$ cat config.mk
export PLATFORM = sky130hd
export DESIGN_NAME = mbw_line_writer
export DESIGN_NICKNAME = d
export VERILOG_FILES = /design/src/rtl/mbw_pkg.sv /design/src/rtl/mbw_mask_gen.sv /design/src/rtl/mbw_line_buf.sv /design/src/rtl/mbw_ctrl.sv /design/src/rtl/mbw_line_writer.sv
export SDC_FILE = /design/constraint.sdc
export NUM_CORES = 1
export LEC_CHECK = 0
export BUFFER_PORTS_ARGS = -buffer_cell sky130_fd_sc_hd__buf_4
export CORE_ASPECT_RATIO = 0.5
export CORE_MARGIN = 2
export CORE_UTILIZATION = 35
export CTS_CLUSTER_DIAMETER = 60
export DETAILED_ROUTE_END_ITERATION = 10
export PLACE_DENSITY = 0.53
export SLEW_MARGIN = 40
export SYNTH_ARGS = -nofsm -noshare
export SYNTH_HDL_FRONTEND = slang
export SYNTH_SLANG_ARGS = --single-unit
$ cat constraint.sdc
create_clock -name clk -period 6.2 [get_ports clk]
set_input_delay 0.31 -clock clk [delete_from_list [all_inputs] [get_ports clk]]
set_output_delay 0.31 -clock clk [all_outputs]
set_load 0.005 [all_outputs]
$ cat src/rtl/mbw_pkg.sv
`timescale 1ns/1ps
package mbw_pkg;
   typedef enum logic [2:0] {
      ST_IDLE,
      ST_RCMD,
      ST_RDAT,
      ST_WCMD,
      ST_WDAT
   } mbw_state_e;
endpackage

$ cat src/rtl/mbw_mask_gen.sv
`timescale 1ns/1ps
// Byte-enable vector, range check and chop decision for one request.
module mbw_mask_gen #(
   parameter int LINE_BYTES = 64,
   parameter bit ALLOW_CHOP = 1'b1,
   localparam int OFF_W = $clog2(LINE_BYTES),
   localparam int LEN_W = OFF_W + 1
) (
   input  logic [OFF_W-1:0]      off,
   input  logic [LEN_W-1:0]      len,
   output logic [LINE_BYTES-1:0] byte_en,
   output logic                  bad,
   output logic                  chop,
   output logic                  upper
);
   localparam int SUM_W = OFF_W + 2;
   localparam int HALF_BYTES = LINE_BYTES / 2;

   logic [SUM_W-1:0] stop;

   assign stop = SUM_W'(off) + SUM_W'(len);
   assign bad  = (len == '0) || (stop > SUM_W'(LINE_BYTES));

   for (genvar i = 0; i < LINE_BYTES; i++) begin : g_lane
      assign byte_en[i] = (SUM_W'(i) >= SUM_W'(off)) && (SUM_W'(i) < stop);
   end

   if (ALLOW_CHOP) begin : g_chop
      logic low_only, high_only;
      assign low_only  = stop <= SUM_W'(HALF_BYTES);
      assign high_only = SUM_W'(off) >= SUM_W'(HALF_BYTES);
      assign chop      = !bad && (low_only || high_only);
      assign upper     = high_only;
   end else begin : g_nochop
      assign chop  = 1'b0;
      assign upper = 1'b0;
   end
endmodule

$ cat src/rtl/mbw_line_buf.sv
`timescale 1ns/1ps
// Line data and enable store; merges returned read beats into unwritten lanes.
module mbw_line_buf #(
   parameter int DATA_W = 64,
   parameter int BEATS  = 8,
   localparam int BB = DATA_W / 8,
   localparam int LINE_BYTES = BB * BEATS,
   localparam int BEAT_W = $clog2(BEATS)
) (
   input  logic                    clk,
   input  logic                    rst_n,
   input  logic                    load,
   input  logic [LINE_BYTES*8-1:0] load_data,
   input  logic [LINE_BYTES-1:0]   load_be,
   input  logic                    rd_en,
   input  logic [BEAT_W-1:0]       beat,
   input  logic [DATA_W-1:0]       rd_data,
   output logic [DATA_W-1:0]       out_data,
   output logic [BB-1:0]           out_be
);
   logic [LINE_BYTES*8-1:0] data_q;
   logic [LINE_BYTES-1:0]   be_q;

   for (genvar i = 0; i < LINE_BYTES; i++) begin : g_byte
      always_ff @(posedge clk) begin
         if (!rst_n) begin
            be_q[i] <= 1'b0;
         end else if (load) begin
            be_q[i] <= load_be[i];
         end
      end
      always_ff @(posedge clk) begin
         if (load) begin
            data_q[8*i +: 8] <= load_data[8*i +: 8];
         end else if (rd_en && (beat == BEAT_W'(i / BB)) && !be_q[i]) begin
            data_q[8*i +: 8] <= rd_data[8*(i % BB) +: 8];
         end
      end
   end

   assign out_data = data_q[int'(beat)*DATA_W +: DATA_W];
   assign out_be   = be_q[int'(beat)*BB +: BB];
endmodule

$ cat src/rtl/mbw_ctrl.sv
`timescale 1ns/1ps
// Request acceptance, read phase, write command and beat sequencing.
module mbw_ctrl
   import mbw_pkg::*;
#(
   parameter int BEATS = 8,
   localparam int BEAT_W = $clog2(BEATS)
) (
   input  logic              clk,
   input  logic              rst_n,
   input  logic              req_valid,
   output logic              req_ready,
   input  logic              req_bad,
   input  logic              req_chop,
   input  logic              req_upper,
   input  logic              mode,
   output logic              take,
   output logic              req_err,
   output logic              done,
   output logic              cmd_valid,
   input  logic              cmd_ready,
   output logic              cmd_write,
   output logic              cmd_chop,
   output logic              cmd_half,
   output logic              wr_valid,
   input  logic              wr_ready,
   input  logic              rd_valid,
   output logic              rd_take,
   output logic              merge_q,
   output logic [BEAT_W-1:0] beat
);
   localparam logic [BEAT_W-1:0] HALF = BEAT_W'(BEATS / 2);
   localparam logic [BEAT_W-1:0] TOP  = BEAT_W'(BEATS - 1);

   mbw_state_e        state_q;
   logic [BEAT_W-1:0] beat_q, last_beat;
   logic              chop_q, upper_q, err_q, done_q;
   logic [BEAT_W:0]   rd_seen_q;

   assign req_ready = (state_q == ST_IDLE);
   assign take      = req_valid && req_ready;
   assign cmd_valid = (state_q == ST_RCMD) || (state_q == ST_WCMD);
   assign cmd_write = (state_q == ST_WCMD);
   assign cmd_chop  = chop_q;
   assign cmd_half  = upper_q;
   assign wr_valid  = (state_q == ST_WDAT);
   assign rd_take   = rd_valid && (state_q == ST_RDAT);
   assign beat      = beat_q;
   assign req_err   = err_q;
   assign done      = done_q;
   assign last_beat = (chop_q && !upper_q) ? HALF - 1'b1 : TOP;

   always_ff @(posedge clk) begin
      if (!rst_n) begin
         state_q   <= ST_IDLE;
         beat_q    <= '0;
         chop_q    <= 1'b0;
         upper_q   <= 1'b0;
         merge_q   <= 1'b0;
         err_q     <= 1'b0;
         done_q    <= 1'b0;
         rd_seen_q <= '0;
      end else begin
         err_q  <= 1'b0;
         done_q <= 1'b0;
         unique case (state_q)
            ST_IDLE: if (take) begin
               err_q     <= req_bad;
               rd_seen_q <= '0;
               if (!req_bad) begin
                  merge_q <= mode;
                  chop_q  <= !mode && req_chop;
                  upper_q <= !mode && req_chop && req_upper;
                  state_q <= mode ? ST_RCMD : ST_WCMD;
               end
            end
            ST_RCMD: if (cmd_ready) begin
               beat_q  <= '0;
               state_q <= ST_RDAT;
            end
            ST_RDAT: if (rd_valid) begin
               rd_seen_q <= rd_seen_q + 1'b1;
               beat_q    <= beat_q + 1'b1;
               if (beat_q == TOP) state_q <= ST_WCMD;
            end
            ST_WCMD: if (cmd_ready) begin
               beat_q  <= (chop_q && upper_q) ? HALF : '0;
               state_q <= ST_WDAT;
            end
            ST_WDAT: if (wr_ready) begin
               if (beat_q == last_beat) begin
                  done_q  <= 1'b1;
                  state_q <= ST_IDLE;
               end else begin
                  beat_q <= beat_q + 1'b1;
               end
            end
            default: state_q <= ST_IDLE;
         endcase
      end
   end

   // at most one of idle, command and write phases is visible.
   a_r1_one_phase: assert property (@(posedge clk) disable iff (!rst_n)
      $onehot0({req_ready, cmd_valid, wr_valid}));

   // the merge write command waits for every read beat.
   a_r7_reads_first: assert property (@(posedge clk) disable iff (!rst_n)
      (cmd_valid && cmd_write && merge_q) |-> (rd_seen_q == (BEAT_W+1)'(BEATS)));

   // done follows an accepted write beat.
   a_r8_done_after_beat: assert property (@(posedge clk) disable iff (!rst_n)
      done |-> $past(wr_valid && wr_ready));

   // an error pulse leaves the block idle with no traffic.
   a_r2_err_quiet: assert property (@(posedge clk) disable iff (!rst_n)
      req_err |-> (req_ready && !cmd_valid && !wr_valid && !done));
endmodule

$ cat src/rtl/mbw_line_writer.sv
`timescale 1ns/1ps
// Top: partial line stores to masked or read-merge-write bursts.
module mbw_line_writer #(
   parameter int  DATA_W     = 64,
   parameter int  BEATS      = 8,
   parameter int  LADDR_W    = 26,
   parameter bit  ALLOW_CHOP = 1'b1,
   localparam int BB         = DATA_W / 8,
   localparam int LINE_BYTES = BB * BEATS,
   localparam int OFF_W      = $clog2(LINE_BYTES),
   localparam int LEN_W      = OFF_W + 1,
   localparam int BEAT_W     = $clog2(BEATS)
) (
   input  logic                    clk,
   input  logic                    rst_n,
   input  logic                    merge_mode,
   input  logic                    req_valid,
   output logic                    req_ready,
   input  logic [LADDR_W-1:0]      req_line,
   input  logic [OFF_W-1:0]        req_off,
   input  logic [LEN_W-1:0]        req_len,
   input  logic [LINE_BYTES*8-1:0] req_data,
   output logic                    req_err,
   output logic                    done,
   output logic                    cmd_valid,
   input  logic                    cmd_ready,
   output logic                    cmd_write,
   output logic [LADDR_W-1:0]      cmd_line,
   output logic                    cmd_chop,
   output logic                    cmd_half,
   output logic                    wr_valid,
   input  logic                    wr_ready,
   output logic [DATA_W-1:0]       wr_data,
   output logic [BB-1:0]           wr_mask,
   input  logic                    rd_valid,
   input  logic [DATA_W-1:0]       rd_data
);
   if (DATA_W < 8 || (DATA_W % 8) != 0) begin : g_bad_width
      $error("mbw_line_writer: DATA_W must be a multiple of 8");
   end
   if (BEATS < 2 || (BEATS & (BEATS - 1)) != 0) begin : g_bad_beats
      $error("mbw_line_writer: BEATS must be a power of two of at least 2");
   end

   logic [LINE_BYTES-1:0] byte_en;
   logic                  bad, chop, upper, take, rd_take, merge_q;
   logic [BEAT_W-1:0]     beat;
   logic [BB-1:0]         buf_be;
   logic [LADDR_W-1:0]    line_q;

   mbw_mask_gen #(.LINE_BYTES(LINE_BYTES), .ALLOW_CHOP(ALLOW_CHOP)) u_mask (
      .off(req_off), .len(req_len), .byte_en(byte_en),
      .bad(bad), .chop(chop), .upper(upper)
   );

   mbw_ctrl #(.BEATS(BEATS)) u_ctrl (
      .clk(clk), .rst_n(rst_n),
      .req_valid(req_valid), .req_ready(req_ready),
      .req_bad(bad), .req_chop(chop), .req_upper(upper), .mode(merge_mode),
      .take(take), .req_err(req_err), .done(done),
      .cmd_valid(cmd_valid), .cmd_ready(cmd_ready), .cmd_write(cmd_write),
      .cmd_chop(cmd_chop), .cmd_half(cmd_half),
      .wr_valid(wr_valid), .wr_ready(wr_ready),
      .rd_valid(rd_valid), .rd_take(rd_take), .merge_q(merge_q), .beat(beat)
   );

   mbw_line_buf #(.DATA_W(DATA_W), .BEATS(BEATS)) u_buf (
      .clk(clk), .rst_n(rst_n), .load(take), .load_data(req_data),
      .load_be(byte_en), .rd_en(rd_take), .beat(beat), .rd_data(rd_data),
      .out_data(wr_data), .out_be(buf_be)
   );

   always_ff @(posedge clk) begin
      if (!rst_n) line_q <= '0;
      else if (take) line_q <= req_line;
   end

   assign cmd_line = line_q;
   assign wr_mask  = merge_q ? '1 : buf_be;

   // the enable vector counts exactly the requested bytes.
   a_r3_lane_count: assert property (@(posedge clk) disable iff (!rst_n)
      (take && !bad) |-> ($countones(byte_en) == int'(req_len)));

   // a stalled command holds.
   a_r9_cmd_hold: assert property (@(posedge clk) disable iff (!rst_n)
      (cmd_valid && !cmd_ready) |=>
         (cmd_valid && $stable(cmd_write) && $stable(cmd_line) &&
          $stable(cmd_chop) && $stable(cmd_half)));

   // a stalled write beat holds.
   a_r9_beat_hold: assert property (@(posedge clk) disable iff (!rst_n)
      (wr_valid && !wr_ready) |=> (wr_valid && $stable(wr_data) && $stable(wr_mask)));
endmodule

==> metrics, run 1 <==
fin crit share=a little over three fifths; CP arrival=3.57 ns; Top delay family on crit path=buffers and inverters; syn_nets=3400; Worst-path clk slew=roughly 0.06 ns; most area-hungry cell type in the Yosys netlist=edfxtp_1; Post-Syn Area=~30000 um^2; maximum VDD drop=roughly 200 uV; final setup skew=around 0.028 ns; cell leakage power=18.4 nW; endpoints failing hold=0; most common cell in the netlist=nand2_1; crit path kind=flop to primary output; Vias=26800; max_slew headroom=slightly above 40%; gpl congestion=0.900; nets=around 4500; TritonCTS Buffers=56; critical path startpoint category=flop; #FFs+latches synth=between 600 and 700; Chip Width=roughly 420 um; met3 routed WL=between 8000 and 9000 um; Buf/Inv on CP=3; most used cell, CP=buf_4; die height=210 um; met1 wire length=49300 um; PwrDens=284 nW/um^2; largest net degree at the start of global routing=roughly 200; CP max stage delay=a little under 0.7 ns; most frequent cells after synthesis=nand2_1, edfxtp_1, mux4_2, clkbuf_1, dfxtp_1; I/O pins=~730; Initial Utilization=a little over a third; top area cells in the synthesized netlist=edfxtp_1, nand2_1, mux4_2, dfxtp_1, a21oi_1; Max Cap Violations=0; Max Freq=258 MHz; setup_tns=0 ns; vias in the first global route=~27000; final hold slack=0.0207 ns; first-pass GRT wire length=between 150000 and 200000 um; asr flop ratio synth=0%; drt initial violations=between 2000 and 2500; routed wire length=~120000 um; number of synthesized flops with an enable pin=around 500; Warnings, synthesis=0; clock buffer depth=3; Layout Utilization=about half; share of cells above drive strength 1=around 27%; Crit-path slowest cell=buf_4; gr usage total=27.4%; Post-Syn Instances=between 2000 and 3000; met2 WL=between 60000 and 70000 um; HPWL after DPL=~90000 um; Pre-antenna DRT Iters=6; CTS tree=done; Root Driver=clkbuf_16; clk_lat worst skew=approximately 0.64 ns; Hold Path Class=input pin to flop; Mean Syn Cell Area=10.7 um^2; vias per cell=between 5 and 6; critical-path cell list=buf_4 > buf_4 > mux4_2 > nand2_1 > nand2_1 > buf_4; full die area=just under 90000 um^2; predominant post-synthesis flop cell=edfxtp_1; non-filler cells, final=between 5000 and 6000; core area=83800 um^2; port bufs=roughly 730; number of antenna-violating nets in the routed design=0; slew of the pin with the lowest slew margin=approximately 0.90 ns; routed len/inst=around 24 um; placed cell count=4470; post-route worst setup slack=2.32 ns; run status=completed; Post-CTS Resized=0; critical path required time=about 5.9 ns; CTS Sinks=slightly above 600; Distinct cells, synth=~70; RSZ-0062 raised after global routing=false; crit path time final=about 3.9 ns; Final Setup Violations=0; area grow syn2layout=46.1%; H-Tree Depth=2; Synth top area share=about half; pre-CTS WS=around 2.7 ns; CP Capture Type=primary output; GR Overflow Total=0; DRC errors left=0; initial antenna violation count=12; max-slew violation count=0; sequential element share of the synthesized area=between 50% and 60%; Max FO, Critical Path=46; Rows=75; Max Used Layer=met4
-- cells in the final DEF, fill, tap and decap left out, types with 4 or more instances in the layout --
cell and count:
ha_1 12, a21oi_2 53, a21o_1 12, nand3_1 15, or3_1 4, a22o_1 14, a32o_1 35, dfxtp_1 98
mux2i_1 6, and2_1 12, o211ai_1 5, a21boi_0 34, nor3_1 10, clkbuf_16 56, edfxtp_1 512, clkbuf_8 5
a21oi_1 34, mux4_2 144, a21oi_4 7, a22oi_1 4, bufinv_16 8, diode_2 12, nand2b_1 6, nor2_1 21
o21ai_0 38, buf_6 4, clkinv_2 11, or2_2 8, nor2b_1 7, dlygate4sd3_1 486, inv_1 8, buf_12 5
nand2_1 1417, buf_4 746, clkbuf_1 11, nand3b_1 11, clkinv_1 8, a32oi_1 4
-- metal layers --
layer  vias to the layer above  global-route usage, %
met5                         -                      0
met4                         0                   11.8
met3                       258                   4.73
met2                      1128                   45.5
met1                     13400                   35.5
li1                      11900                      -
-- cell families after synthesis --
logic type / after synthesis / share of synthesized area (%)
AND/OR/NAND/NOR: 1531 / 20.3
flip-flops: 613 / 58.8
AO/OA/AOI/OAI: 274 / 6.40
buffers and inverters: 178 / 2.52
multiplexers: 151 / 11.2
adder cells (fa/ha/maj): 13 / 0.575
XOR/XNOR: 5 / 0.173
-- what timing repair did --
action	in CTS	in global routing
hold buffers	486	0
setup endpoints to repair	0	0
buffers inserted	0	0
hold endpoints to repair	488	0
-- sequential cells by signal, indices dropped and copies added (netlist names) --
| register | count |
|---|---|
| cmd_line | 26 |
| u_ctrl.cmd_chop | 1 |
| u_ctrl.cmd_half | 1 |
| u_ctrl.req_err | 1 |
| u_ctrl.done | 1 |
| u_ctrl.merge_q | 1 |
| u_buf.data_q | 512 |
| u_ctrl.beat | 3 |
| u_buf.be_q | 64 |
| u_ctrl.state_q | 3 |
-- final timing paths --
check             cells past startpoint                     endpoint                            from  slack, ns
setup / recovery                      6                   wr_data[9]     u_ctrl.beat[1]$_SDFFE_PN0P_       2.32
hold / removal                        3  u_buf.data_q[118]$_DFFE_PP_                   req_data[118]       0.02
hold reg to reg                       2    cmd_line[13]$_SDFFE_PN0P_       cmd_line[13]$_SDFFE_PN0P_       0.46
setup reg to reg                      5  u_buf.data_q[102]$_DFFE_PP_  u_ctrl.state_q[0]$_SDFFE_PN0P_       3.23
-- area by class of cell --
cell class                      instances  area [um^2]
Tap cell                             1116         1400
Fill cell                            7579        40600
Timing Repair Buffer                 1245        10700
Clock buffer                           75         1530
Inverter                               10         38.8
Multi-Input combinational cell       1974        11800
Clock inverter                         30          363
Sequential cell                       613        17400
Antenna cell                           12         30.0
-- tightest hold or removal path, cell delays in order --
cell	delay, ns
buf_4	0.08
nand2_1	0.04
nand2_1	0.09
-- per-stage QoR --
stage / power [W] / cell area [um^2]
after detailed placement: 0.00840 / 36400
after global routing: 0.0127 / 43200
after floorplan: 0.00687 / 29600
after global placement: 0.00833 / 36000
final: 0.0123 / 43200
after CTS: 0.0123 / 43100
-- report_power, final --
group / switching [W] / total [W] / internal (W) / leakage [nW]
registers: 0.000267 / 0.00555 / 0.00529 / 5.81
logic: 0.00183 / 0.00307 / 0.00124 / 11.7
clock network: 0.00161 / 0.00367 / 0.00206 / 0.931
Note: power is estimated with default switching activity, not from simulation.
==> run 2: changes to the inputs <==
--- a/config.mk
+++ b/config.mk
@@ -5,13 +5,14 @@
 export SDC_FILE = /design/constraint.sdc
 export NUM_CORES = 1
 export LEC_CHECK = 0
+export ABC_AREA = 1
 export BUFFER_PORTS_ARGS = -buffer_cell sky130_fd_sc_hd__buf_4
 export CORE_ASPECT_RATIO = 0.5
 export CORE_MARGIN = 2
 export CORE_UTILIZATION = 35
 export CTS_CLUSTER_DIAMETER = 60
 export DETAILED_ROUTE_END_ITERATION = 10
-export PLACE_DENSITY = 0.53
+export PLACE_DENSITY = 0.55
 export SLEW_MARGIN = 40
 export SYNTH_ARGS = -nofsm -noshare
 export SYNTH_HDL_FRONTEND = slang
==> constraint.sdc (replaced) <==
create_clock -name clk -period 3.3 [get_ports clk]
set_input_delay 0.165 -clock clk [delete_from_list [all_inputs] [get_ports clk]]
set_output_delay 0.165 -clock clk [all_outputs]
set_load 0.005 [all_outputs]
==> run 2 against run 1 <==
Final area up 12%. First-iteration DRC count up 42%. Die area up 1.7%. Routed wire length up 17%. Sequential cell count did not move. Non-clock buffer count rose by 546. Setup slack got worse by 2.2 ns. Clock-buffer cell count decreased by 5. Synthesized cell count is 29% higher. Clock skew rose by 0.039 ns.
==> metrics, run 2 <==
worst r2r src=u_ctrl.state_q[2]$_SDFFE_PN0P_; top area cells in the synthesized netlist=edfxtp_1, nand2_1, nor2_1, dfxtp_1, o21ai_0; Hold Path Class=input pin to flop; HPWL after DPL=between 90000 and 100000 um; maximum VDD drop=around 760 uV; routed wire length=143000 um; vias per cell=5.23; DRC errors left=0; r2r endpoint=u_buf.data_q[489]$_DFFE_PP_; Hold Path End=u_buf.data_q[368]$_DFFE_PP_; port bufs=slightly above 700; Final Cell Area=around 49000 um^2; Mean Syn Cell Area=around 8.5 um^2; Compound-Gate Fraction of Synth Area=approximately an eighth; Post-Syn Area=~30000 um^2; Post-CTS Resized=0; Initial Utilization=between 30% and 40%; CTS tree=done; slew of the pin with the lowest slew margin=around 0.8 ns; most frequent cells in the layout=nand2_1, dlygate4sd3_1, buf_4, nor2_1, edfxtp_1; vias in the first global route=about 33000; DP Area=37000 um^2; number of antenna-violating nets in the routed design=0; most common cell after layout, fill and taps aside=nand2_1; sequential element share of the synthesized area=between 50% and 60%; CP arrival=roughly 3 ns; Max Cap Violations=0; Final Setup Violations=0; CP max stage delay=0.61 ns; largest family of logic cells by synthesized area=simple AND/OR/NAND/NOR gates; H-Tree Depth=2; largest reg by FF count=u_buf.data_q; Crit-path slowest cell=dfxtp_4; Top delay family on crit path=compound AO/OA/AOI/OAI gates; asr flop ratio synth=0%; number of synthesized flops with an enable pin=roughly 500; syn_nets=approximately 4200; worst hold stages=3; die height=roughly 210 um; first-pass GRT wire length=roughly 200000 um; Post-Syn Instances=3555; max_slew headroom=between 40% and 50%; Rows=between 70 and 80; CTS Sinks=roughly 610; setup_tns=0 ns; clk_lat worst skew=around 0.68 ns; routed len/inst=approximately 22 um; Chip Width=419 um; critical-path cell list=buf_12 > o21ai_0 > o22ai_1 > nor2_1 > a31oi_1 > buf_4; fin crit share=95.5%; I/O pins=about 730; crit path kind=flop to primary output; gpl congestion=about 0.95; fraction of the mapped netlist area in adder cells=less than 1%; initial antenna violation count=18; max-slew violation count=0; full die area=between 80000 and 90000 um^2; cell leakage power=roughly 21 nW; Warnings, synthesis=0; Vias=around 34000; hold_sp=rd_data[48]; GR Overflow Total=0; Distinct cells, synth=43; Worst-path clk slew=0.07 ns; core area=between 80000 and 90000 um^2; worst reg-to-reg path cell count=8; Pre-antenna DRT Iters=6; final setup skew=0.0670 ns; share of cells above drive strength 1=18.7%; drt initial violations=~3500; endpoints failing hold=0; Buf/Inv on CP=2; area grow syn2layout=61.4%; xor/xnor share of the synthesized area=0%; CP Capture Type=primary output; predominant post-synthesis flop cell=edfxtp_1; run status=completed; #FFs+latches synth=613; gr usage total=31.3%; Max Freq=about 320 MHz; RSZ-0062 raised after global routing=false; PwrDens=907 nW/um^2; critical path startpoint category=flop; Synth top area share=between 50% and 60%; TritonCTS Buffers=58; r2r setup slk=between 0.3 and 0.4 ns; most frequent cells after synthesis=nand2_1, nor2_1, edfxtp_1, o21ai_0, a21oi_1; Max FO, Critical Path=about 140; Largest register FFs=~510; Root Driver=clkbuf_16; clock buffer depth=3; final hold slack=around 0.018 ns; mux contribution to synthesized area=0%; critical path required time=~3.1 ns; crit path time final=about 3.2 ns; largest net degree at the start of global routing=around 200; Post-Synth Simple-Gate Area=about a quarter; most area-hungry cell type in the Yosys netlist=edfxtp_1; nets=a little under 6000; most common cell in the netlist=nand2_1
==> run 2: cell count changes in the layout (fill, tap and decap cells not counted), moves of 117 or more <==
cell,before,now
nor2_1,21,556
dlygate4sd3_1,486,964
o21ai_0,38,311
mux4_2,144,0
a21oi_1,34,155
nand2_1,1417,1300
==> run 2: layout make-up <==
cell class | count | area [um^2]
Sequential cell | 613 | 17400
Clock inverter | 35 | 337
Inverter | 69 | 280
Tap cell | 1155 | 1450
Fill cell | 7386 | 36000
Antenna cell | 20 | 50.0
Clock buffer | 70 | 1530
Timing Repair Buffer | 1791 | 16000
Multi-Input combinational cell | 2652 | 11500
==> run 2: cells by family after synthesis <==
| family | Yosys count |
|---|---|
| simple gates | 1969 |
| buf+inv | 290 |
| compound gates | 670 |
| fa+ha+maj | 13 |
| flops | 613 |
==> run 2: through the flow <==
stage / power (W) / utilization (%) / instances / setup WS [ns]
after global routing: 0.0463 / 57.5 / 6402 / 0.0690
final: 0.0441 / 57.5 / 6405 / 0.150
after CTS: 0.0435 / 57.4 / 6384 / 0.224
after floorplan: 0.0235 / - / 3555 / 0.942
after detailed placement: 0.0330 / 43.8 / 5315 / 0.586
after global placement: 0.0329 / 43.7 / 5315 / 0.593
==> run 2: metal layers <==
layer / vias up / wire, um / global-route usage [%]
li1: 15200 / - / -
met1: 16400 / 58500 / 41.5
met2: 1557 / 66600 / 50.5
met3: 346 / 11200 / 4.66
met4: 2 / 7100 / 14.7
met5: - / 13 / 0
==> run 2: tightest hold or removal path: stages <==
cell and delay (ns):
buf_4 0.08, nand2_1 0.21, nand2_1 0.12
==> run 2: where the power goes <==
part / internal [W] / total, W / switching (W)
sequential: 0.0127 / 0.0137 / 0.00103
combinational: 0.00923 / 0.0235 / 0.0142
clock: 0.00370 / 0.00691 / 0.00321
==> run 2: what timing repair did <==
item	4_1_cts	5_1_grt
setup buffers	0	0
endpoints found under the hold margin	561	0
hold buffers	964	0
==> run 2: worst max-delay path by stage <==
stage | cells after the start | startpoint | slack (ns) | to
final | 6 | u_ctrl.beat[0]$_SDFFE_PN0P_ | 0.15 | wr_data[22]
after global routing | 6 | u_ctrl.beat[0]$_SDFFE_PN0P_ | 0.07 | wr_data[22]
after CTS | 6 | u_ctrl.beat[0]$_SDFFE_PN0P_ | 0.22 | wr_data[22]
after detailed placement | 6 | u_ctrl.state_q[2]$_SDFFE_PN0P_ | 0.59 | u_buf.data_q[496]$_DFFE_PP_
after global placement | 7 | u_ctrl.state_q[2]$_SDFFE_PN0P_ | 0.59 | u_buf.data_q[436]$_DFFE_PP_
after floorplan | 7 | u_ctrl.beat[0]$_SDFFE_PN0P_ | 0.94 | u_buf.data_q[0]$_DFFE_PP_
